==> config.mk <==
export PLATFORM = sky130hd
export DESIGN_NAME = mini_cpu
export DESIGN_NICKNAME = d
export VERILOG_FILES = /design/src/rtl/mc_pkg.sv /design/src/rtl/mc_decoder.sv /design/src/rtl/mc_alu.sv /design/src/rtl/mc_regfile.sv /design/src/rtl/mc_dmem.sv /design/src/rtl/mini_cpu.sv
export SDC_FILE = /design/constraint.sdc
export NUM_CORES = 1
export LEC_CHECK = 0
export BUFFER_PORTS_ARGS = -buffer_cell sky130_fd_sc_hd__buf_2
export CAP_MARGIN = 15
export CORE_ASPECT_RATIO = 2
export CORE_MARGIN = 3
export CORE_UTILIZATION = 48
export DETAILED_ROUTE_END_ITERATION = 16
export PLACE_DENSITY = 0.8
export SYNTH_ARGS = -nofsm -noshare
export SYNTH_HDL_FRONTEND = slang
export SYNTH_SLANG_ARGS = --single-unit
export TNS_END_PERCENT = 10
==> constraint.sdc <==
create_clock -name clk -period 1.9 [get_ports clk]
set_clock_uncertainty 0.1 [all_clocks]
set_input_delay 0.285 -clock clk [delete_from_list [all_inputs] [get_ports clk]]
set_output_delay 0.285 -clock clk [all_outputs]
set_load 0.005 [all_outputs]
==> src/rtl/mc_pkg.sv <==
package mc_pkg;
  localparam logic [5:0] OP_RTYPE = 6'b000000;
  localparam logic [5:0] OP_LW    = 6'b100011;
  localparam logic [5:0] OP_SW    = 6'b101011;
  localparam logic [5:0] OP_BEQ   = 6'b000100;
  localparam logic [5:0] OP_J     = 6'b000010;

  localparam logic [5:0] FN_ADD = 6'b100000;
  localparam logic [5:0] FN_SUB = 6'b100010;
  localparam logic [5:0] FN_AND = 6'b100100;
  localparam logic [5:0] FN_OR  = 6'b100101;
  localparam logic [5:0] FN_SLT = 6'b101010;

  typedef enum logic [2:0] {
    ALU_ADD, ALU_SUB, ALU_AND, ALU_OR, ALU_SLT
  } alu_op_e;

  typedef struct packed {
    logic    reg_we;
    logic    dst_rd;
    logic    mem_to_reg;
    logic    mem_we;
    logic    alu_imm;
    logic    branch;
    logic    jump;
    alu_op_e alu_op;
  } ctrl_t;
endpackage

==> src/rtl/mc_decoder.sv <==
module mc_decoder
  import mc_pkg::*;
(
  input  logic [5:0] opcode,
  input  logic [4:0] shamt,
  input  logic [5:0] funct,
  output ctrl_t      ctrl
);
  always_comb begin
    ctrl = '0;
    ctrl.alu_op = ALU_ADD;
    unique case (opcode)
      OP_RTYPE: begin
        if (shamt == 5'd0) begin
          ctrl.dst_rd = 1'b1;
          ctrl.reg_we = 1'b1;
          case (funct)
            FN_ADD:  ctrl.alu_op = ALU_ADD;
            FN_SUB:  ctrl.alu_op = ALU_SUB;
            FN_AND:  ctrl.alu_op = ALU_AND;
            FN_OR:   ctrl.alu_op = ALU_OR;
            FN_SLT:  ctrl.alu_op = ALU_SLT;
            default: ctrl.reg_we = 1'b0;
          endcase
        end
      end
      OP_LW: begin
        ctrl.reg_we     = 1'b1;
        ctrl.mem_to_reg = 1'b1;
        ctrl.alu_imm    = 1'b1;
      end
      OP_SW: begin
        ctrl.mem_we  = 1'b1;
        ctrl.alu_imm = 1'b1;
      end
      OP_BEQ: begin
        ctrl.branch = 1'b1;
        ctrl.alu_op = ALU_SUB;
      end
      OP_J: ctrl.jump = 1'b1;
      default: ;
    endcase
  end
endmodule

==> src/rtl/mc_alu.sv <==
module mc_alu
  import mc_pkg::*;
#(
  parameter int W = 32
) (
  input  logic [W-1:0] a,
  input  logic [W-1:0] b,
  input  alu_op_e      op,
  output logic [W-1:0] y,
  output logic         zero
);
  always_comb begin
    case (op)
      ALU_SUB: y = a - b;
      ALU_AND: y = a & b;
      ALU_OR:  y = a | b;
      ALU_SLT: y = {{(W-1){1'b0}}, ($signed(a) < $signed(b))};
      default: y = a + b;
    endcase
  end
  assign zero = (y == '0);
endmodule

==> src/rtl/mc_regfile.sv <==
module mc_regfile #(
  parameter int W = 32,
  parameter int N = 32,
  localparam int AW = $clog2(N)
) (
  input  logic          clk,
  input  logic          rst,
  input  logic [AW-1:0] ra1,
  input  logic [AW-1:0] ra2,
  output logic [W-1:0]  rd1,
  output logic [W-1:0]  rd2,
  input  logic          we,
  input  logic [AW-1:0] wa,
  input  logic [W-1:0]  wd
);
  logic [W-1:0] regs [N];

  always_ff @(posedge clk) begin
    if (rst) begin
      for (int i = 0; i < N; i++) regs[i] <= '0;
    end else if (we && wa != '0) begin
      regs[wa] <= wd;
    end
  end

  assign rd1 = (ra1 == '0) ? '0 : regs[ra1];
  assign rd2 = (ra2 == '0) ? '0 : regs[ra2];


  wr_rd_chk: assert property (@(posedge clk) disable iff (rst)
    ($past(we) && !$past(rst) && $past(wa) != '0 && ra1 == $past(wa)) |-> rd1 == $past(wd));


  zero_reg_chk: assert property (@(posedge clk) disable iff (rst)
    ($past(we) && $past(wa) == '0 && ra2 == '0) |-> rd2 == '0);
endmodule

==> src/rtl/mc_dmem.sv <==
module mc_dmem #(
  parameter int W = 32,
  parameter int DEPTH = 64,
  parameter logic [W*DEPTH-1:0] INIT = '0,
  localparam int DA = $clog2(DEPTH)
) (
  input  logic          clk,
  input  logic          rst,
  input  logic          we,
  input  logic [DA-1:0] addr,
  input  logic [W-1:0]  wd,
  output logic [W-1:0]  rd
);
  logic [W-1:0] mem [DEPTH];

  always_ff @(posedge clk) begin
    if (rst) begin
      for (int i = 0; i < DEPTH; i++) mem[i] <= INIT[i*W +: W];
    end else if (we) begin
      mem[addr] <= wd;
    end
  end

  assign rd = mem[addr];


  st_ld_chk: assert property (@(posedge clk) disable iff (rst)
    ($past(we) && !$past(rst) && addr == $past(addr)) |-> rd == $past(wd));
endmodule

==> src/rtl/mini_cpu.sv <==
module mini_cpu
  import mc_pkg::*;
#(
  parameter int IMEM_WORDS = 64,
  parameter int DMEM_WORDS = 64,
  parameter logic [32*IMEM_WORDS-1:0] IMEM_INIT = '0,
  parameter logic [32*DMEM_WORDS-1:0] DMEM_INIT = '0
) (
  input  logic        clk,
  input  logic        rst,
  output logic [31:0] dbg_pc,
  output logic        dbg_rf_we,
  output logic [4:0]  dbg_rf_addr,
  output logic [31:0] dbg_rf_data
);
  localparam int IA = $clog2(IMEM_WORDS);
  localparam int DA = $clog2(DMEM_WORDS);

  logic [31:0] rom [IMEM_WORDS];
  for (genvar g = 0; g < IMEM_WORDS; g++) begin : g_rom
    assign rom[g] = IMEM_INIT[g*32 +: 32];
  end

  logic [31:0] pc, pc_next, pc_plus4, br_tgt, j_tgt, instr, imm;
  logic [31:0] rs_val, rt_val, alu_b, alu_y, mem_rd, wr_data;
  logic [4:0]  wr_addr;
  logic        zero;
  ctrl_t       ctrl;

  assign instr = rom[pc[IA+1:2]];
  assign imm   = {{16{instr[15]}}, instr[15:0]};

  mc_decoder u_dec (
    .opcode(instr[31:26]), .shamt(instr[10:6]), .funct(instr[5:0]), .ctrl(ctrl)
  );

  mc_regfile #(.W(32), .N(32)) u_rf (
    .clk(clk), .rst(rst),
    .ra1(instr[25:21]), .ra2(instr[20:16]), .rd1(rs_val), .rd2(rt_val),
    .we(ctrl.reg_we), .wa(wr_addr), .wd(wr_data)
  );

  assign alu_b = ctrl.alu_imm ? imm : rt_val;

  mc_alu #(.W(32)) u_alu (
    .a(rs_val), .b(alu_b), .op(ctrl.alu_op), .y(alu_y), .zero(zero)
  );

  mc_dmem #(.W(32), .DEPTH(DMEM_WORDS), .INIT(DMEM_INIT)) u_dmem (
    .clk(clk), .rst(rst), .we(ctrl.mem_we), .addr(alu_y[DA+1:2]),
    .wd(rt_val), .rd(mem_rd)
  );

  assign wr_addr = ctrl.dst_rd ? instr[15:11] : instr[20:16];
  assign wr_data = ctrl.mem_to_reg ? mem_rd : alu_y;

  assign pc_plus4 = pc + 32'd4;
  assign br_tgt   = pc_plus4 + {imm[29:0], 2'b00};
  assign j_tgt    = {pc_plus4[31:28], instr[25:0], 2'b00};

  always_comb begin
    if (ctrl.jump)                 pc_next = j_tgt;
    else if (ctrl.branch && zero)  pc_next = br_tgt;
    else                           pc_next = pc_plus4;
  end

  always_ff @(posedge clk) begin
    if (rst) pc <= '0;
    else     pc <= pc_next;
  end

  assign dbg_pc      = pc;
  assign dbg_rf_we   = ctrl.reg_we;
  assign dbg_rf_addr = wr_addr;
  assign dbg_rf_data = wr_data;


  rst_pc_chk: assert property (@(posedge clk) rst |=> pc == '0);


  seq_pc_chk: assert property (@(posedge clk) disable iff (rst)
    (!ctrl.jump && !(ctrl.branch && rs_val == rt_val)) |=> pc == $past(pc) + 32'd4);


  beq_take_chk: assert property (@(posedge clk) disable iff (rst)
    (ctrl.branch && rs_val == rt_val) |=>
      pc == $past(pc) + 32'd4 + $past({{14{instr[15]}}, instr[15:0], 2'b00}));


  sw_nowr_chk: assert property (@(posedge clk) disable iff (rst)
    ctrl.mem_we |-> !ctrl.reg_we);
endmodule

# --- Word-level counts from Yosys, hierarchy flattened ---
# Memory sizes are Yosys's and may differ from the RTL's.
# Cells that the tools add are included.
totals:
  regBits: 32
  ramBits: 3072
  rom_bits: 2048
  inputBits: 2
  out_inout_bits: 70
  wordCells: 76
  mem_count: 3
classes:
  addsub: 4
  magnitude_cmp: 2
  n_eq_ne: 13
  mux: 36
  n_bitwise: 3
  n_reduce_logical: 13
mem_list:
  columns: ["memory", "words", "width", "read_ports", "rd_ports_with_merged_regs", "write_ports", "line_no", "source"]
  rows:
  - ["(no name shown)", 64, 32, 1, 0, 0, "mini_cpu.sv:30", "assign instr = rom[pc[IA+1:2]];"]
  - ["u_dmem.mem", 64, 32, 1, 0, 64, "mc_dmem.sv:14", "logic [W-1:0] mem [DEPTH];"]
  - ["u_rf.regs", 32, 32, 2, 0, 32, "mc_regfile.sv:16", "logic [W-1:0] regs [N];"]
ops:
  columns: ["cell", "n"]
  rows:
  - ["$mux 32", 10]
  - ["$pmux 32 s4", 1]
  - ["$add 32x32->32", 2]
  - ["$reduce_or 32->1", 2]
  - ["$eq 6x6->1 const B", 7]
  - ["$add 32x3->32 const B", 1]
  - ["$and 32x32->32", 1]
  - ["$logic_not 32->1", 1]
  - ["$lt 32x32->1", 1]
  - ["$or 32x32->32", 1]
  - ["$sub 32x32->32", 1]
  - ["$mux 1", 17]
  - ["$logic_not 5->1", 3]
  - ["$pmux 3 s4", 1]
  - ["$mux 5", 2]
  - ["$ge 7x7->1 const B", 1]
  - ["$not 6->7", 1]
  - ["$eq 3x2->1 const B", 2]
  - ["$eq 6x2->1 const B", 1]
  - ["$eq 6x3->1 const B", 1]
  - ["$logic_not 6->1", 1]
  - ["$mux 6", 1]
  - ["$pmux 3 s2", 1]
  - ["$reduce_bool 5->1", 1]
  - ["other kinds (8)", 10]

# --- Logic depth before layout (Yosys ltp) ---
# Gate-level depths: netlist of run 1.
depth:
  word_depth: 17
  mapped_depth: 7

# --- Modules after synthesis ---
# A second synthesis of run 1 with hierarchy kept.
unflattened:
  cells_unflattened: 11547
  area_unflattened_um2: 154599.5
modules_own_cells:
  columns: ["mod", "instances", "cells_each", "area_each_um2", "seq_area_each_um2"]
  rows:
  - ["mc_dmem", 1, 6970, 92807.8, 61499.0]
  - ["mc_regfile", 1, 3502, 54253.3, 30749.5]
  - ["mc_alu", 1, 805, 5243.8, 0.0]
  - ["mini_cpu", 1, 244, 2098.3, 600.6]
  - ["mc_decoder", 1, 26, 196.4, 0.0]

# --- Worst setup path after synthesis of run 1 ---
# OpenSTA, ideal clock, no wires.
synth_path:
  kind: "register to register"
  start: "register pc[2] (netlist: dbg_pc[2])"
  end: "register pc[24] (netlist: dbg_pc[24])"
  setup_ns: 0.070
  t_arrival_ns: 1.665
  required_time_ns: 1.730
  slack_ns: 0.065
  stages_incl_launch_ff: 8
  path_buffers: 2
  period_less_slack_ns: 1.835
  cell_sequence: "dfxtp_1 -> ha_1 -> buf_2 -> and4_1 -> nand4_4 -> buf_6 -> or4_1 -> a21oi_1"
synth_via:
  elab_chain_len: 14
synth_lines:
  columns: ["item", "line_no", "source"]
  rows:
  - ["start: declaration", "mini_cpu.sv:24", "logic [31:0] pc, pc_next, pc_plus4, br_tgt, j_tgt, instr, imm;"]
  - ["start signal: assignment", "mini_cpu.sv:69", "else pc <= pc_next;"]
  - ["branches (longest 13 deep; another with $mem_v2 64x32)", null, null]
  - ["$mux 32 (*)", "mini_cpu.sv:62", "if (ctrl.jump) pc_next = j_tgt;"]
# Every way passes the cells marked *. The select of a mux whose other input is x is not followed.
# A chain may end at the register's enable or synchronous reset.

# --- Final worst setup path of run 1 ---
layout_path:
  start: "register pc[3] (netlist: dbg_pc[3])"
  end: "register pc[28] (netlist: dbg_pc[28])"
# The elaborated chain is that of the path after synthesis.

==> results.yml, run 1 <==
synth:
  synth-adder-area-share: 0.007305
  synth_compound_area_frac: 0.1008
  ys_types: 26
  synth_top_family_by_area: "simple AND/OR/NAND/NOR gates"
  yosys.area.top_type_share: 0.3506
  synth_xor_area_frac: 0.06647
  synth.area.top_cells: "dfxtp_1 35%, buf_4 18%, xor2_1 5.6%"
  yosys.area.top_type: "dfxtp_1"
  ys_seq_area_frac: 0.3506
  synthSimpleGateAreaFrac: 0.2600
  muxShareOfSynthArea: 0
  syn_area_um2: 1713
  synth-seq-cells: 30
  ys_warn_count: 0
  syn_avg_cell_area_um2: 8.608
  syn_inst: 199
power:
  p_per_area_nw_per_um2: 649.2
  pwr-share-clk: 0.431
  p_int_mw: 0.9404
  seqPwrFrac: 0.523
  total_power_mw: 1.222
  netSwitchingFraction: 0.2307
  p_leak_nw: 0.8434
  combPwrFrac: 0.046
  p_sw_mw: 0.2820
  peakVddDrop_v: 0.0005410
grt:
  track_usage: 0.1740
  antenna_found_initial: 0
  grt_pass1_wl_mm: 5.520
  grt-ovfl-total: 0
  grt_pass1_vias: 1259
  grt_max_degree: 31
clocking:
  cts_tree: "built"
  cts_sinks: 30
  clockBufferDepth: 2
  cts_root_buffer: "clkbuf_8"
  clkLatencyLatePin_ns: 0.28
  htree_levels: 2
  hold_buffers: 0
  cts_buffers: 5
  clk_pin_slew_worst_paths_ns: 0.06
setup_path:
  required_ns: 2.01
  startpoint_type: "register"
  crit_chain: "ha_1 -> and4_1 -> nand4_4 -> or4_1 -> a21oi_1"
  crit_path_end_kind: "register"
  slowest_delay_ns: 0.51
  crit_fanout: 13
  crit_path_top_delay_cell: "or4_1"
  critPathKind: "reg2reg"
  worstPathArrival_ns: 1.93
final_layout:
  fillers: 346
  utilization: 0.5513
  drive_above_1_share: 0.2236
  largest_reg_flops: 30
  nNetsFinal: 239
  diodes: 0
  postLayoutCellArea_um2: 1883
  area_delta_synth_final_pct: 9.934
drt:
  wl_per_cell_um: 12.33
  drtPass1Iterations: 4
  ant_nets: 0
  vias: 1432
  wirelength_mm: 3.515
  dr.first_iter.drc_count: 46
  drc: 0
  avgViaCountPerCell: 5.025
die:
  fp.dieW_um: 48.24
  start_util: 0.5015
  die_y_um: 90.48
  core_um2: 3416
  dieArea_um2: 4365
  ios: 72
  num_rows: 30
sta:
  worstMarginPinSlew_ns: 0.5265
  rsz0062_at_grt: "true"
  slew-limit-headroom: 0.6490
  setup_viol: 0
  final.period_utilization: 0.9590
  slew_viol_final: 0
  fin_crit_ns: 1.822
  fmax_mhz: 548.8
  hold_violations: 0
min_path:
  hold_class: "reg2reg"
place:
  dp_hpwl_mm: 2.650
  portBuffers: 31
  dpl_cell_area_um2: 1785
  gp_congestion: 0.8397
status:
  status: "completed"
flow_run:
  maxCapViolCount: 0
[timing repair]
| item | in CTS | in global routing |
|---|---|---|
| resized for setup | 0 | 4 |
| setup endpoints to repair | 0 | 9 |
| setup buffers | 0 | 0 |
| hold endpoints to repair | 0 | 0 |
[metal layers]
layer  vias to the layer above  GRT usage  part of all wire
met3                        14    0.05988             0.064
li1                        697          -                 -
met1                       664     0.1694              0.35
met2                        57     0.2828              0.54
met4                         0     0.1124             0.040
met5                         -          0                 0
[Yosys cell counts]
cell type   n
buf_2       2
nand2_1    11
inv_1       2
a21oi_1    15
nand4_4     2
and4_1      7
or2_2       1
nor2_1     14
nand4_1    10
dfxtp_1    30
conb_1      1
o31ai_1     9
nor2b_1     1
and2_1      3
or4_1       9
o21ai_0     6
clkbuf_1    3
clkbuf_2    1
nand3_1     6
buf_6       2
buf_4      41
ha_1        1
xnor2_1     2
or3_1       6
and3_1      3
xor2_1     11
[placed cells by master, fill, tap and decap left out, types with 9 or more instances in the layout]
cell type	n
or4_1	9
conb_1	40
nand4_1	10
dfxtp_1	29
nand2_1	10
buf_4	9
nor2_1	14
buf_2	31
xor2_1	11
a21oi_1	15
o31ai_1	9
[critical path, delay by kind of cell (launching register included)]
family / cells / cell delay [ns]
flip-flops: 1 / 0.36
AO/OA/AOI/OAI: 1 / 0.15
AND/OR/NAND/NOR: 3 / 0.95
adder cells (fa/ha/maj): 1 / 0.18
[path summary, 6_finish.rpt]
kind | endpoint | from | slack (ns) | cells after the start
worst min register to register | dbg_pc[2] | dbg_pc[2] | 0.33 | 1
worst max register to register | dbg_pc[28] | dbg_pc[3] | 0.08 | 5
worst min-delay path | dbg_pc[2] | dbg_pc[2] | 0.33 | 1
worst max-delay path | dbg_pc[28] | dbg_pc[3] | 0.08 | 5
[area by class of cell]
cell class / instances / area (um^2) / area share
timing repair buffer: 40 / 222.7 / 0.1183
inverter: 2 / 7.507 / 0.003987
clock buffer: 7 / 86.33 / 0.04585
multi-input combinational: 157 / 899.6 / 0.4777
tap: 48 / 60.06 / 0.03189
sequential: 30 / 601.8 / 0.3196
clock inverter: 1 / 5.005 / 0.002658
[power groups by stage]
| stage | logic, mW | clock network [mW] | registers, mW |
|---|---|---|---|
| 3_5_place_dp | 0.0550 | 0 | 0.652 |
| 4_1_cts | 0.0550 | 0.546 | 0.638 |
| 6_report | 0.0568 | 0.527 | 0.639 |
| 2_1_floorplan | 0.0962 | 0 | 0.654 |
| 5_1_grt | 0.0677 | 0.573 | 0.639 |
| 3_3_place_gp | 0.0553 | 0 | 0.652 |
[per-stage QoR]
step / instances / TNS, ns / hold WS (ns) / setup slack [ns]
3_3_place_gp: 277 / 0 / 0.3342 / 0.1117
2_1_floorplan: 238 / 0 / 0.3396 / 0.06495
3_5_place_dp: 277 / 0 / 0.3516 / 0.07901
5_1_grt: 285 / -0.03132 / 0.3572 / -0.03132
6_report: 285 / 0 / 0.3328 / 0.07781
4_1_cts: 285 / 0 / 0.3614 / 0.05326
[logic make-up (layout without fill, tap and decap cells)]
| family | Yosys count | count (layout) |
|---|---|---|
| adders and majority gates | 1 | 1 |
| and+or+nand+nor | 73 | 73 |
| buffers and inverters | 51 | 50 |
| xor gates and xnor gates | 13 | 13 |
| AOI/OAI and AO/OA | 30 | 30 |
| DFF | 30 | 30 |
| other | 1 | 40 |
No activity file was read; power rests on OpenSTA's default activity.
==> run 2: changes to the inputs <==
--- a/config.mk
+++ b/config.mk
@@ -9,9 +9,9 @@
 export CAP_MARGIN = 15
 export CORE_ASPECT_RATIO = 2
 export CORE_MARGIN = 3
-export CORE_UTILIZATION = 48
+export CORE_UTILIZATION = 43
 export DETAILED_ROUTE_END_ITERATION = 16
-export PLACE_DENSITY = 0.8
+export PLACE_DENSITY = 0.76
 export SYNTH_ARGS = -nofsm -noshare
 export SYNTH_HDL_FRONTEND = slang
 export SYNTH_SLANG_ARGS = --single-unit
==> constraint.sdc (replaced) <==
create_clock -name clk -period 1.6 [get_ports clk]
set_clock_uncertainty 0.1 [all_clocks]
set_input_delay 0.24 -clock clk [delete_from_list [all_inputs] [get_ports clk]]
set_output_delay 0.24 -clock clk [all_outputs]
set_load 0.005 [all_outputs]
==> run 2 against run 1 <==
Effect of this change: the flow now finishes with violations (negative setup slack); clock power grew 18%; via count rose by 11%; die area up 10%; clock-buffer cell count is the same; maximum frequency increased by 10%; register-to-register slack worse by 0.13 ns; hold slack improved by 0.0069 ns; largest cell class unchanged; cell area up 17%; global-route usage down 0.58 points; combinational power grew 32%; utilization is 4.0 points higher; sequential share of layout area is 4.0 points lower.
==> results.yml, run 2 (synthesis gave the netlist of run 1 again) <==
final_layout:
  nNetsFinal: 270
  drive_above_1_share: 0.3918
  largest_reg_flops: 30
  diodes: 0
  mostFrequentLayoutCell: "conb_1"
  postLayoutCellArea_um2: 2203
  area_delta_synth_final_pct: 28.63
  final_cell_mix: "40 x conb_1, 36 x buf_4, 31 x buf_2"
  utilization: 0.5917
  fillers: 341
min_path:
  hold_class: "in2reg"
  holdPathStages: 2
setup_path:
  crit_fanout: 7
  worstPathArrival_ns: 1.76
  required_ns: 1.71
  critPathKind: "reg2reg"
  ff2ff_path_depth: 5
  crit_path_end_kind: "register"
  startpoint_type: "register"
power:
  p_leak_nw: 1.023
  p_per_area_nw_per_um2: 661.9
  peakVddDrop_v: 0.0005041
sta:
  fin_setup_tns_ns: -0.09514
  slew-limit-headroom: 0.6084
  rsz0062_at_grt: "true"
  setup_ws_ns: -0.05282
  final.period_utilization: 1.033
  hold_violations: 0
  setup_viol: 3
  fmax_mhz: 605.0
  slew_viol_final: 0
  worstMarginPinSlew_ns: 0.5874
  fin_crit_ns: 1.653
place:
  dp_slack_ns: -0.08920
  portBuffers: 31
  gp_congestion: 0.7645
  dpl_cell_area_um2: 2014
  dp_hpwl_mm: 2.948
clocking:
  hold_buffers: 0
  clockBufferDepth: 2
  clk_pin_slew_worst_paths_ns: 0.06
  cts_tree: "built"
  cts_buffers: 5
  clkLatencyLatePin_ns: 0.28
  cts_root_buffer: "clkbuf_8"
  htree_levels: 2
  cts_sinks: 30
drt:
  vias: 1585
  wl_per_cell_um: 12.72
  ant_nets: 0
  wirelength_mm: 4.033
  avgViaCountPerCell: 5.000
  drtPass1Iterations: 4
  dr.first_iter.drc_count: 21
  drc: 0
status:
  violations: "negative setup slack"
  status: "complete, but fails checks"
grt:
  antenna_found_initial: 0
  grt-ovfl-total: 0
  grt_pass1_wl_mm: 6.161
  grt_pass1_vias: 1448
  grt_max_degree: 31
  track_usage: 0.1682
die:
  ios: 72
  die_y_um: 95.26
  dieArea_um2: 4823
  core_um2: 3724
  start_util: 0.4600
  num_rows: 31
  fp.dieW_um: 50.63
flow_run:
  maxCapViolCount: 0
-- run 2: timing repair --
item / in CTS / in global routing
pin swaps: 5 / 14
buffers inserted: 0 / 2
gates resized for setup: 9 / 19
cloned: 0 / 1
setup endpoints to repair: 13 / 14
-- run 2: report_power, final --
part | switching [mW] | internal [mW]
Combinational | 0.0520 | 0.0232
Sequential | 0.00658 | 0.753
Clock | 0.277 | 0.346
-- run 2: path summary, 6_finish.rpt --
check	end	startpoint	slack, ns
max reg2reg	dbg_pc[26]	dbg_pc[3]	-0.05
min	dbg_pc[7]	rst	0.34
max	dbg_pc[26]	dbg_pc[3]	-0.05
min reg2reg	dbg_pc[31]	dbg_pc[31]	0.38
-- run 2: metrics by stage --
stage	cells	power, mW	hold slack (ns)
finish	317	1.458	0.3397
global route	317	1.531	0.3685
CTS	314	1.477	0.3252
detailed placement	306	0.8480	0.3747
global placement	306	0.8467	0.3596
floorplan	238	0.8967	0.3408
-- run 2: routing by layer --
layer | up-vias | part of all wire | track usage
met5 | - | 0 | 0
met4 | 0 | 0.018 | 0.09888
met3 | 6 | 0.066 | 0.04225
met2 | 61 | 0.56 | 0.3231
met1 | 755 | 0.35 | 0.1523
li1 | 763 | - | -
-- run 2: area by class of cell --
type / count / area, um^2 / area share
multi-input cells: 158 / 967.2 / 0.4390
flip-flops and latches: 30 / 616.8 / 0.2800
repair buffers: 70 / 459.2 / 0.2084
clock buffers: 7 / 86.33 / 0.03918
well taps: 49 / 61.31 / 0.02783
inverters: 2 / 7.507 / 0.003407
clock inverters: 1 / 5.005 / 0.002271
-- run 2: worst max-delay path, stage by stage, from the launching register on --
cell and delay (ns):
dfxtp_4 0.36, ha_4 0.14, and4_4 0.23, nand4_4 0.11, or4_1 0.49, a21oi_1 0.14
